[config.mk]
export PLATFORM = sky130hd
export DESIGN_NAME = hard_check_gather
export DESIGN_NICKNAME = d
export VERILOG_FILES = /design/src/rtl/hchk_pkg.sv /design/src/rtl/hchk_rst_sync.sv /design/src/rtl/hchk_err_bank.sv /design/src/rtl/hchk_condition.sv /design/src/rtl/hchk_stop_ctl.sv /design/src/rtl/hard_check_gather.sv
export SDC_FILE = /design/constraint.sdc
export NUM_CORES = 1
export LEC_CHECK = 0
export ABC_AREA = 1
export BUFFER_PORTS_ARGS = -buffer_cell sky130_fd_sc_hd__buf_2
export CORE_MARGIN = 2
export CORE_UTILIZATION = 43
export CTS_BUF_LIST = sky130_fd_sc_hd__clkbuf_16
export DETAILED_ROUTE_END_ITERATION = 16
export PLACE_DENSITY = 0.72
export SYNTH_ARGS = -nofsm -noshare
export SYNTH_HDL_FRONTEND = slang
export SYNTH_SLANG_ARGS = --single-unit
[constraint.sdc]
create_clock -name clk -period 1.2 [get_ports clk]
set_input_delay 0.24 -clock clk [delete_from_list [all_inputs] [get_ports clk]]
set_output_delay 0.24 -clock clk [all_outputs]
set_load 0.1 [all_outputs]
[src/rtl/hchk_pkg.sv]
package hchk_pkg;
  localparam int SOFT_N   = 6;
  localparam int STAT_W   = 8;
  localparam int SOFT_LSB = STAT_W - SOFT_N;
  localparam int STOP_N   = 2;

  // Place soft latches in status bits SOFT_LSB upward; low bits read zero.
  function automatic logic [STAT_W-1:0] pack_soft(input logic [SOFT_N-1:0] s);
    logic [STAT_W-1:0] r;
    r = '0;
    r[SOFT_LSB +: SOFT_N] = s;
    return r;
  endfunction
endpackage

[src/rtl/hchk_rst_sync.sv]
module hchk_rst_sync (
  input  logic clk,
  input  logic rst_n,
  output logic rst_sync_n
);
  logic [1:0] sync_q;

  always_ff @(posedge clk or negedge rst_n) begin
    if (!rst_n) sync_q <= 2'b00;
    else        sync_q <= {sync_q[0], 1'b1};
  end

  assign rst_sync_n = sync_q[1];
endmodule

[src/rtl/hchk_err_bank.sv]
module hchk_err_bank #(
  parameter int W = 8
) (
  input  logic         clk,
  input  logic         rst_n,
  input  logic         adv_i,
  input  logic         clr_i,
  input  logic [W-1:0] set_i,
  output logic [W-1:0] lat_o,
  output logic         any_o
);
  logic [W-1:0] lat_q, lat_d;

  // next state: check reset has priority over every set strobe
  always_comb begin
    if (clr_i) lat_d = '0;
    else       lat_d = lat_q | set_i;
  end

  always_ff @(posedge clk or negedge rst_n) begin
    if (!rst_n)     lat_q <= '0;
    else if (adv_i) lat_q <= lat_d;
  end

  assign lat_o = lat_q;
  assign any_o = |lat_q;

  p_clear_r6: assert property (@(posedge clk) disable iff (!rst_n)
    adv_i && clr_i |=> lat_q == '0);
  p_sticky_r7: assert property (@(posedge clk) disable iff (!rst_n)
    adv_i && !clr_i |=> (lat_q & $past(lat_q)) == $past(lat_q));
  p_hold_r9: assert property (@(posedge clk) disable iff (!rst_n)
    !adv_i |=> lat_q == $past(lat_q));
endmodule

[src/rtl/hchk_condition.sv]
module hchk_condition (
  input  logic hard_any_i,
  input  logic soft_any_i,
  input  logic lvl1_i,
  input  logic byp_a_i,
  input  logic byp_b_i,
  input  logic irq_dis_i,
  output logic hard_check_o,
  output logic irq_o
);
  logic qualified;
  logic bypassed;

  always_comb begin
    qualified    = hard_any_i | (soft_any_i & lvl1_i);
    bypassed     = byp_a_i | byp_b_i;
    hard_check_o = qualified & ~bypassed;
    irq_o        = qualified & ~irq_dis_i;
  end
endmodule

[src/rtl/hchk_stop_ctl.sv]
module hchk_stop_ctl
  import hchk_pkg::*;
(
  input  logic clk,
  input  logic rst_n,
  input  logic adv_i,
  input  logic clr_i,
  input  logic hard_check_i,
  output logic prog_stop_o,
  output logic io_stop_o
);
  logic [STOP_N-1:0] stop_q, stop_d;

  for (genvar g = 0; g < STOP_N; g++) begin : g_stop
    always_comb begin
      if (clr_i) stop_d[g] = 1'b0;
      else       stop_d[g] = stop_q[g] | hard_check_i;
    end

    always_ff @(posedge clk or negedge rst_n) begin
      if (!rst_n)     stop_q[g] <= 1'b0;
      else if (adv_i) stop_q[g] <= stop_d[g];
    end
  end

  assign prog_stop_o = stop_q[0];
  assign io_stop_o   = stop_q[1];

  p_stop_set_r5: assert property (@(posedge clk) disable iff (!rst_n)
    adv_i && hard_check_i && !clr_i |=> prog_stop_o && io_stop_o);
  p_stop_clr_r6: assert property (@(posedge clk) disable iff (!rst_n)
    adv_i && clr_i |=> !prog_stop_o && !io_stop_o);
  p_stop_hold_r9: assert property (@(posedge clk) disable iff (!rst_n)
    !adv_i |=> $stable(prog_stop_o) && $stable(io_stop_o));
endmodule

[src/rtl/hard_check_gather.sv]
module hard_check_gather
  import hchk_pkg::*;
#(
  parameter int NUM_HARD = 8
) (
  input  logic                clk,
  input  logic                rst_n,
  input  logic                step_mode_i,
  input  logic                step_i,
  input  logic [NUM_HARD-1:0] hard_set_i,
  input  logic [SOFT_N-1:0]   soft_set_i,
  input  logic                lvl1_entered_i,
  input  logic                bypass_a_i,
  input  logic                bypass_b_i,
  input  logic                chk_reset_i,
  input  logic                irq_disable_i,
  output logic                hard_check_o,
  output logic [STAT_W-1:0]   soft_status_o,
  output logic                prog_stop_o,
  output logic                io_stop_o,
  output logic                svc_irq_o
);
  logic                rst_q_n;
  logic                adv;
  logic [NUM_HARD-1:0] hard_lat;
  logic [SOFT_N-1:0]   soft_lat;
  logic                hard_any, soft_any;

  hchk_rst_sync u_rst (.clk(clk), .rst_n(rst_n), .rst_sync_n(rst_q_n));

  // clock enable: free-running, or one step per pulse in step mode
  assign adv = ~step_mode_i | step_i;

  hchk_err_bank #(.W(NUM_HARD)) u_hard (
    .clk(clk), .rst_n(rst_q_n), .adv_i(adv), .clr_i(chk_reset_i),
    .set_i(hard_set_i), .lat_o(hard_lat), .any_o(hard_any));

  hchk_err_bank #(.W(SOFT_N)) u_soft (
    .clk(clk), .rst_n(rst_q_n), .adv_i(adv), .clr_i(chk_reset_i),
    .set_i(soft_set_i), .lat_o(soft_lat), .any_o(soft_any));

  hchk_condition u_cond (
    .hard_any_i(hard_any), .soft_any_i(soft_any), .lvl1_i(lvl1_entered_i),
    .byp_a_i(bypass_a_i), .byp_b_i(bypass_b_i), .irq_dis_i(irq_disable_i),
    .hard_check_o(hard_check_o), .irq_o(svc_irq_o));

  hchk_stop_ctl u_stop (
    .clk(clk), .rst_n(rst_q_n), .adv_i(adv), .clr_i(chk_reset_i),
    .hard_check_i(hard_check_o), .prog_stop_o(prog_stop_o), .io_stop_o(io_stop_o));

  assign soft_status_o = pack_soft(soft_lat);

  p_hard_set_r1: assert property (@(posedge clk) disable iff (!rst_q_n)
    adv && !chk_reset_i && (|hard_set_i)
    |=> hard_check_o || bypass_a_i || bypass_b_i);
  p_soft_gate_r3: assert property (@(posedge clk) disable iff (!rst_q_n)
    !lvl1_entered_i && hard_lat == '0 |-> !hard_check_o);
  p_bypass_r4: assert property (@(posedge clk) disable iff (!rst_q_n)
    (bypass_a_i || bypass_b_i) |-> !hard_check_o);
  p_irq_block_r8: assert property (@(posedge clk) disable iff (!rst_q_n)
    irq_disable_i |-> !svc_irq_o);
endmodule

==> metrics, run 1 <==
WP data arrival=1410 ps; Die Area=0.002045 mm²; synthesized cell area=730.7 µm²; XOR/XNOR share of the synthesized area=0; hpwl dp=1376 µm; Root Buffer=clkbuf_16; CTS Sinks=18; CP Launch Type=register; H-tree depth=1; Slew Limit Headroom=0.5700; vias in the first global route=673; GRT met1 Usage=0.2566; most frequent cells in the layout=22 x buf_2, 20 x nor2_1, 15 x a21oi_1, 12 x buf_4; Synth Area in Simple Gates=0.1815; first-pass GRT wire length=3180 µm; Layout Cells excl Fill=145; total power=2089 µW; most common cell after layout, fill and taps aside=buf_2; leakage power=0.0006398 µW; reg-to-reg slack, setup=30 ps; wire per inst=13.86 µm; fraction of layout cells with a size suffix above 1=0.5581; number of port buffers=32; met3 Use GR=0.06000; nets=153; fin util=0.8588; Max VDD drop=1258 µV; Starting Density=0.4740; Core Area=0.001541 mm²; 1st-pass router iterations=4; cts bufs inserted=3; Synth top area share=0.6164; final WL=2010 µm; area grow syn2layout=81.16%; CTS tree=built; Slew Limit Fails=0; failing checks=setup timing; I/O pins=35; DP Worst Slack=-243.3 ps; main combinational cell family by area after synthesis=simple AND/OR/NAND/NOR gates; post-synth cell types=13; P per Cell Area=1578 mW/mm²; Antenna diodes=0; DRC errors left=0; placed insts=137; FF+latch count, synth=18; final setup fails=8; period utilization=1.376; Clock Skew=4.581 ps; initial drt markers=6; Row Count=14; Crit Path Category=reg -> out; RD Place Congestion=0.7158; final hold vios=0; crit end category=output pin; WP data required=960 ps; RSZ-0062 raised after global routing=yes; height of the die=45.22 µm; Synth Area in Compound Gates=0.1147; GR Util All Layers=0.2257; CP max FO=2; Post-DRT Antenna Nets=0; Fin Hold WS=224.4 ps; sequential-to-total area share from yosys stat=0.6164; Adder-Cell Fraction of Synth Area=0; largest net degree at the start of global routing=17; total number of vias=699; syn_area_per_cell=9.249 µm²; antenna violations before repair=0; cells after synthesis=79; clk slew on worst S/H paths=50 ps; later-pin clock latency in the skew report=250 ps; maxcap violations=0; clock buffer depth=2; GR Util met2=0.4000; fin crit period=1651 ps; Die W=45.22 µm; status=finished, violations left; worst hold path type=in -> reg; fin worst setup slack=-450.7 ps; mux cell area share after synthesis=0; gr ovfl total=0; Worst-Margin Slew=645.0 ps; largest cells by area after synthesis=dfrtp_1 62%, nor2_1 12%, a21oi_1 10%; Peak Freq=605.8 MHz; Yosys warnings=0; post-synth top area cell=dfrtp_1; busiest layer in global routing=met2; via/cell ratio=4.821
==> cell type report <==
type / instances / area (µm²)
Sequential cell: 18 / 475.5
Clock inverter: 1 / 3.754
Fill cell: 85 / 217.7
Inverter: 6 / 25.02
Clock buffer: 3 / 75.07
Timing Repair Buffer: 49 / 455.4
Multi-Input combinational cell: 52 / 269.0
Tap cell: 16 / 20.02
==> repair_timing <==
item	CTS	global route
hold buffers	1	0
endpoints found under the hold margin	2	0
buffers inserted	1	3
setup endpoints to repair	8	8
pin swaps	1	3
resized for setup	9	7
==> layer usage <==
layer	wire [µm]	part of all wire
met5	0	0
met4	40	0.020
met3	131	0.065
met2	1080	0.54
met1	757	0.38
==> worst max-delay path, cell delays in order, from the launching register on <==
cell     delay [ps]
dfrtp_4         480
nor2_2          130
nand3_2          80
nand2_2          80
nand2_2          80
inv_4            90
nor3_4           50
buf_12          160
==> flip-flops by register name, summed over array words and instances (netlist names) <==
| signal | flops |
|---|---|
| u_rst.sync_q | 2 |
| u_hard.lat_o | 8 |
| u_stop.prog_stop_o | 1 |
| u_soft.lat_o | 6 |
| u_stop.io_stop_o | 1 |
==> final timing paths <==
kind                                 start               end  cells after the start
setup / recovery           u_soft.lat_o[5]      hard_check_o                      7
hold / removal               hard_set_i[0]   u_hard.lat_o[0]                      3
setup reg to reg           u_soft.lat_o[5]  u_stop.io_stop_o                      6
hold reg to reg            u_rst.sync_q[1]   u_hard.lat_o[4]                      0
max in group asynchronous  u_rst.sync_q[1]   u_soft.lat_o[4]                      0
min in group asynchronous  u_rst.sync_q[1]   u_hard.lat_o[4]                      0
==> through the flow <==
stage          setup TNS, ps  instance area (µm²)
2_1_floorplan          -1227                778.2
3_3_place_gp          -340.5                 1157
3_5_place_dp          -396.2                 1157
4_1_cts                -1276                 1287
5_1_grt                -1955                 1324
6_report               -1656                 1324
==> cells in the mapped netlist, drive strengths merged <==
cell type  instances
conb               2
a21oi             16
inv                6
dfrtp             18
nand3              2
nor2              26
buf                4
nor3               1
nand2              4
==> kinds of logic after synthesis <==
| logic type | after synthesis |
|---|---|
| other | 2 |
| flip-flops | 18 |
| buffers and inverters | 10 |
| AND/OR/NAND/NOR | 33 |
| AO/OA/AOI/OAI | 16 |
==> power by group <==
group          switching (µW)  leakage, µW  internal (µW)  total (µW)
registers                52.8     0.000211            682         735
logic                     408     0.000390            272         681
clock network             230    0.0000385            443         673
Note: power is estimated with default switching activity, not from simulation.
==> inputs of run 2 (changes only) <==
Settings changed: BUFFER_PORTS_ARGS -buffer_cell sky130_fd_sc_hd__buf_2 to default, CORE_AREA from default to 2 2 39 41, CORE_MARGIN 2 to default, CORE_UTILIZATION 43 to default, DIE_AREA from default to 0 0 41 43, DONT_BUFFER_PORTS from default to 1, PLACE_DENSITY 0.72 to 0.67.
==> run 2 against run 1 <==
Net effect: the flow still finishes with violations (setup timing); core utilization fell by 4.4 points; critical endpoint unchanged; critical path depth did not move; sequential share of layout area up 6.3 points; register-to-register slack lost 350 ps; sequential cell count did not move; hold slack worse by 110 ps; setup slack better by 42 ps; clock-buffer cell count unchanged; critical path type unchanged; clock power decreased by 1%.
==> metrics, run 2 (same netlist as run 1, synthesis figures left out) <==
status=finished, violations left; failing checks=setup timing; final setup fails=9; largest net degree at the start of global routing=17; area grow syn2layout=54.28%; Root Buffer=clkbuf_16; RD Place Congestion=0.6909; Peak Freq=621.4 MHz; Slew Limit Fails=0; worst path cell trace=nor2_4 -> nand3_2 -> nand2_1 -> nand2_2 -> inv_4 -> nor3_4 -> buf_12; DR WL met3=125 µm; fin crit period=1609 ps; clock power share=0.344; placed insts=107; Die W=41 µm; crit end category=output pin; wire per inst=15.24 µm; sw power=651.3 µW; Clock Skew=4.935 ps; fin worst setup slack=-409.1 ps; DRC errors left=0; Starting Density=0.5280; switch share=0.3368; via/cell ratio=5.246; DP Worst Slack=-146.7 ps; clock buffer depth=2; worst hold path type=reg -> async; total number of vias=619; CP Launch Type=register; first-pass GRT wire length=2815 µm; later-pin clock latency in the skew report=250 ps; Max VDD drop=1230 µV; Reg power frac=0.406; nets=126; gr ovfl total=0; M1 wire length=696 µm; max reg flops=8; most common cell after layout, fill and taps aside=nor2_1; final WL=1798 µm; Core Area=0.001384 mm²; cts bufs inserted=3; CP max FO=2; CTS tree=built; Crit Path Category=reg -> out; fraction of layout cells with a size suffix above 1=0.4608; Row Count=14; P per Cell Area=1715 mW/mm²; leakage power=0.0005086 µW; antenna violations before repair=0; 1st-pass router iterations=3; WP data arrival=1370 ps; GR Util All Layers=0.2479; hpwl dp=1068 µm; Die Area=0.001763 mm²; Post-DRT Antenna Nets=0; Fin Setup TNS=-1651 ps; top sig layer=met4; H-tree depth=1; Pint=1282 µW; initial drt markers=6; WL met2=966 µm; critical path's slowest cell=dfrtp_4; vias in the first global route=603; Antenna diodes=0; I/O pins=35; period utilization=1.341; CP peak stage delay=490 ps; final hold vios=0; Layout Cells excl Fill=118; clk slew on worst S/H paths=50 ps; Critical path buffers and inverters=2; CTS Sinks=18; number of port buffers=0; maxcap violations=0; combinational group share of total power=0.251; RSZ-0062 raised after global routing=yes; height of the die=43 µm; WP data required=960 ps; CP delay by family, top=flip-flops; most frequent cells in the layout=19 x nor2_1, 14 x a21oi_1, 13 x buf_4, 10 x dfrtp_1, 6 x dfrtp_4
[run 2: final timing paths]
check / endpoint / from / depth (start not counted) / slack, ps
worst max-delay path: hard_check_o / u_soft.lat_o[1] / 7 / -410
worst min-delay path: u_soft.lat_o[0] / u_rst.sync_q[1] / 0 / 120
worst max register to register: u_stop.prog_stop_o / u_soft.lat_o[1] / 10 / -320
worst min register to register: u_soft.lat_o[0] / u_rst.sync_q[1] / 0 / 120
max in group asynchronous: u_stop.io_stop_o / u_rst.sync_q[1] / 1 / 620
min in group clk: u_soft.lat_o[1] / soft_set_i[1] / 2 / 140
[run 2: timing repair]
| item | 4_1_cts | 5_1_grt |
|---|---|---|
| gates cloned | 0 | 0 |
| buffers inserted | 5 | 4 |
| endpoints found under the setup margin | 3 | 9 |
| hold buffers | 1 | 0 |
| gates resized for setup | 7 | 16 |
| pin swaps | 4 | 4 |
| hold endpoints to repair | 2 | 0 |
[run 2: cell type report]
cell class | count | area (µm²)
sequential | 18 | 475.5
multi-input combinational | 52 | 295.3
fill | 85 | 256.5
timing repair buffer | 22 | 232.7
clock buffer | 3 | 75.07
inverter | 6 | 25.02
tap | 16 | 20.02
clock inverter | 1 | 3.754
[run 2: power by group through the flow]
stage,clock network (µW),logic (µW),registers [µW]
after global placement,0,415,777
final,665,485,784
after floorplan,0,159,940
after global routing,706,515,794
after detailed placement,0,419,779
after CTS,674,451,772
[run 2: through the flow]
stage	hold slack [ps]	power (µW)	instance area, µm²	utilization
2_1_floorplan	-55.59	1099	778.2	-
3_3_place_gp	-55.54	1191	902.1	0.6519
3_5_place_dp	-55.54	1198	902.1	0.6519
4_1_cts	118.1	1896	1055	0.7622
5_1_grt	135.2	2015	1127	0.8146
6_report	118.5	1934	1127	0.8146
[run 2: per-layer routing]
| metal | vias to the layer above | global-route usage |
|---|---|---|
| met4 | 0 | 0.08000 |
| met1 | 303 | 0.3333 |
| met5 | - | 0 |
| li1 | 293 | - |
| met2 | 21 | 0.3625 |
| met3 | 2 | 0.09424 |
[run 2: worst register-to-register path: cells and delay by family, from the launching register on]
| family | cells | cell delay [ps] |
|---|---|---|
| flops | 1 | 490 |
| buf+inv | 4 | 460 |
| simple gates | 5 | 400 |
| compound gates | 1 | 60 |
==> inputs of run 3 (changes only) <==
Settings changed: SKIP_CTS_REPAIR_TIMING from default to 1.
==> run 3 against run 2 <==
Net effect: the flow still finishes with violations (setup timing); clock-buffer cell count is the same; combinational power shrank 7.8%; sequential cell count is the same; register-to-register slack gained 410 ps; core utilization shrank 6.2 points; final area shrank 7.7%; critical endpoint unchanged; largest cell class unchanged; highest routed layer is now met3.
==> metrics, run 3 (same netlist as run 1, synthesis figures left out) <==
status=finished, violations left; failing checks=setup timing; clock power share=0.349; nets=121; Clock Skew=5.231 ps; 1st-pass router iterations=4; RD Place Congestion=0.6909; sw power=634.8 µW; Peak Freq=634.0 MHz; Antenna diodes=0; vias in the first global route=567; Die W=41 µm; final hold vios=0; CP Launch Type=register; Post-DRT Antenna Nets=0; fraction of layout cells with a size suffix above 1=0.4124; Root Buffer=clkbuf_16; CTS Sinks=18; CP delay by family, top=flip-flops; first-pass GRT wire length=2428 µm; number of port buffers=0; cts bufs inserted=3; worst path cell trace=nor2_4 -> nand3_2 -> nand2_1 -> nand2_2 -> inv_4 -> nor3_4 -> buf_12; worst hold path type=reg -> async; antenna violations before repair=0; Reg power frac=0.415; largest net degree at the start of global routing=17; crit end category=output pin; critical path's slowest cell=dfrtp_4; Row Count=14; area grow syn2layout=42.47%; fin worst setup slack=-377.2 ps; I/O pins=35; leakage power=0.0004720 µW; final WL=1592 µm; Fin Setup TNS=-807.6 ps; Pint=1256 µW; most common cell after layout, fill and taps aside=nor2_1; total number of vias=589; clk slew on worst S/H paths=50 ps; wire per inst=14.09 µm; height of the die=43 µm; switch share=0.3358; Max VDD drop=1220 µV; most frequent cells in the layout=19 x nor2_1, 15 x a21oi_1, 12 x buf_4, 10 x dfrtp_1, 6 x dfrtp_4; max reg flops=8; Die Area=0.001763 mm²; WP data arrival=1340 ps; via/cell ratio=5.212; fin crit period=1577 ps; period utilization=1.314; RSZ-0062 raised after global routing=yes; Slew Limit Fails=0; combinational group share of total power=0.236; GR Util All Layers=0.2147; CP peak stage delay=490 ps; hpwl dp=1068 µm; clock buffer depth=2; CP max FO=2; later-pin clock latency in the skew report=250 ps; Core Area=0.001384 mm²; initial drt markers=7; maxcap violations=0; gr ovfl total=0; Crit Path Category=reg -> out; WP data required=960 ps; Starting Density=0.5280; fin util=0.7523; Critical path buffers and inverters=2; P per Cell Area=1816 mW/mm²; final setup fails=6; H-tree depth=1; CTS tree=built; DRC errors left=0; total power=1890 µW
-- run 3: metal layers --
layer,share of wire,routed length (µm),track usage
met1,0.39,621,0.2652
met3,0.087,138,0.09424
met4,0,0,0.08000
met2,0.52,832,0.3219
met5,0,0,0
-- run 3: area by class of cell --
class	count	area, µm²
Clock buffer	3	75.07
Clock inverter	1	3.754
Fill cell	99	342.8
Inverter	6	25.02
Multi-Input combinational cell	52	279.0
Sequential cell	18	475.5
Tap cell	16	20.02
Timing Repair Buffer	17	162.7
-- run 3: through the flow --
stage	worst slack, ps	area (µm²)	hold slack (ps)	instances
after floorplan	-770.1	778.2	-55.59	80
after global placement	-128.5	902.1	-55.54	107
after detailed placement	-146.7	902.1	-55.54	107
after CTS	-415.4	980.9	-315.8	111
after global routing	-424.1	1041	128.3	113
final	-377.2	1041	106.4	113
-- run 3: worst register-to-register path, stage by stage (launching register included) --
cell and delay (ps):
dfrtp_4 490, nor2_4 110, nand3_2 70, nand2_1 80, nand2_2 70, nand3_1 100, a21oi_1 80
-- run 3: path summary, 6_finish.rpt --
kind / start / end / slack, ps / depth (start not counted)
max: u_soft.lat_o[5] / hard_check_o / -380 / 7
min: u_rst.sync_q[1] / u_soft.lat_o[0] / 110 / 0
max reg2reg: u_soft.lat_o[5] / u_stop.prog_stop_o / 90 / 6
min reg2reg: u_rst.sync_q[1] / u_soft.lat_o[0] / 110 / 0
max in group asynchronous: u_rst.sync_q[1] / u_stop.io_stop_o / 640 / 1
min in group clk: hard_set_i[0] / u_hard.lat_o[0] / 140 / 2
-- run 3: power by group through the flow --
stage | Sequential, µW | Clock (µW) | Combinational [µW]
2_1_floorplan | 940 | 0 | 159
3_3_place_gp | 777 | 0 | 415
3_5_place_dp | 779 | 0 | 419
4_1_cts | 769 | 674 | 422
5_1_grt | 793 | 702 | 476
6_report | 784 | 660 | 447
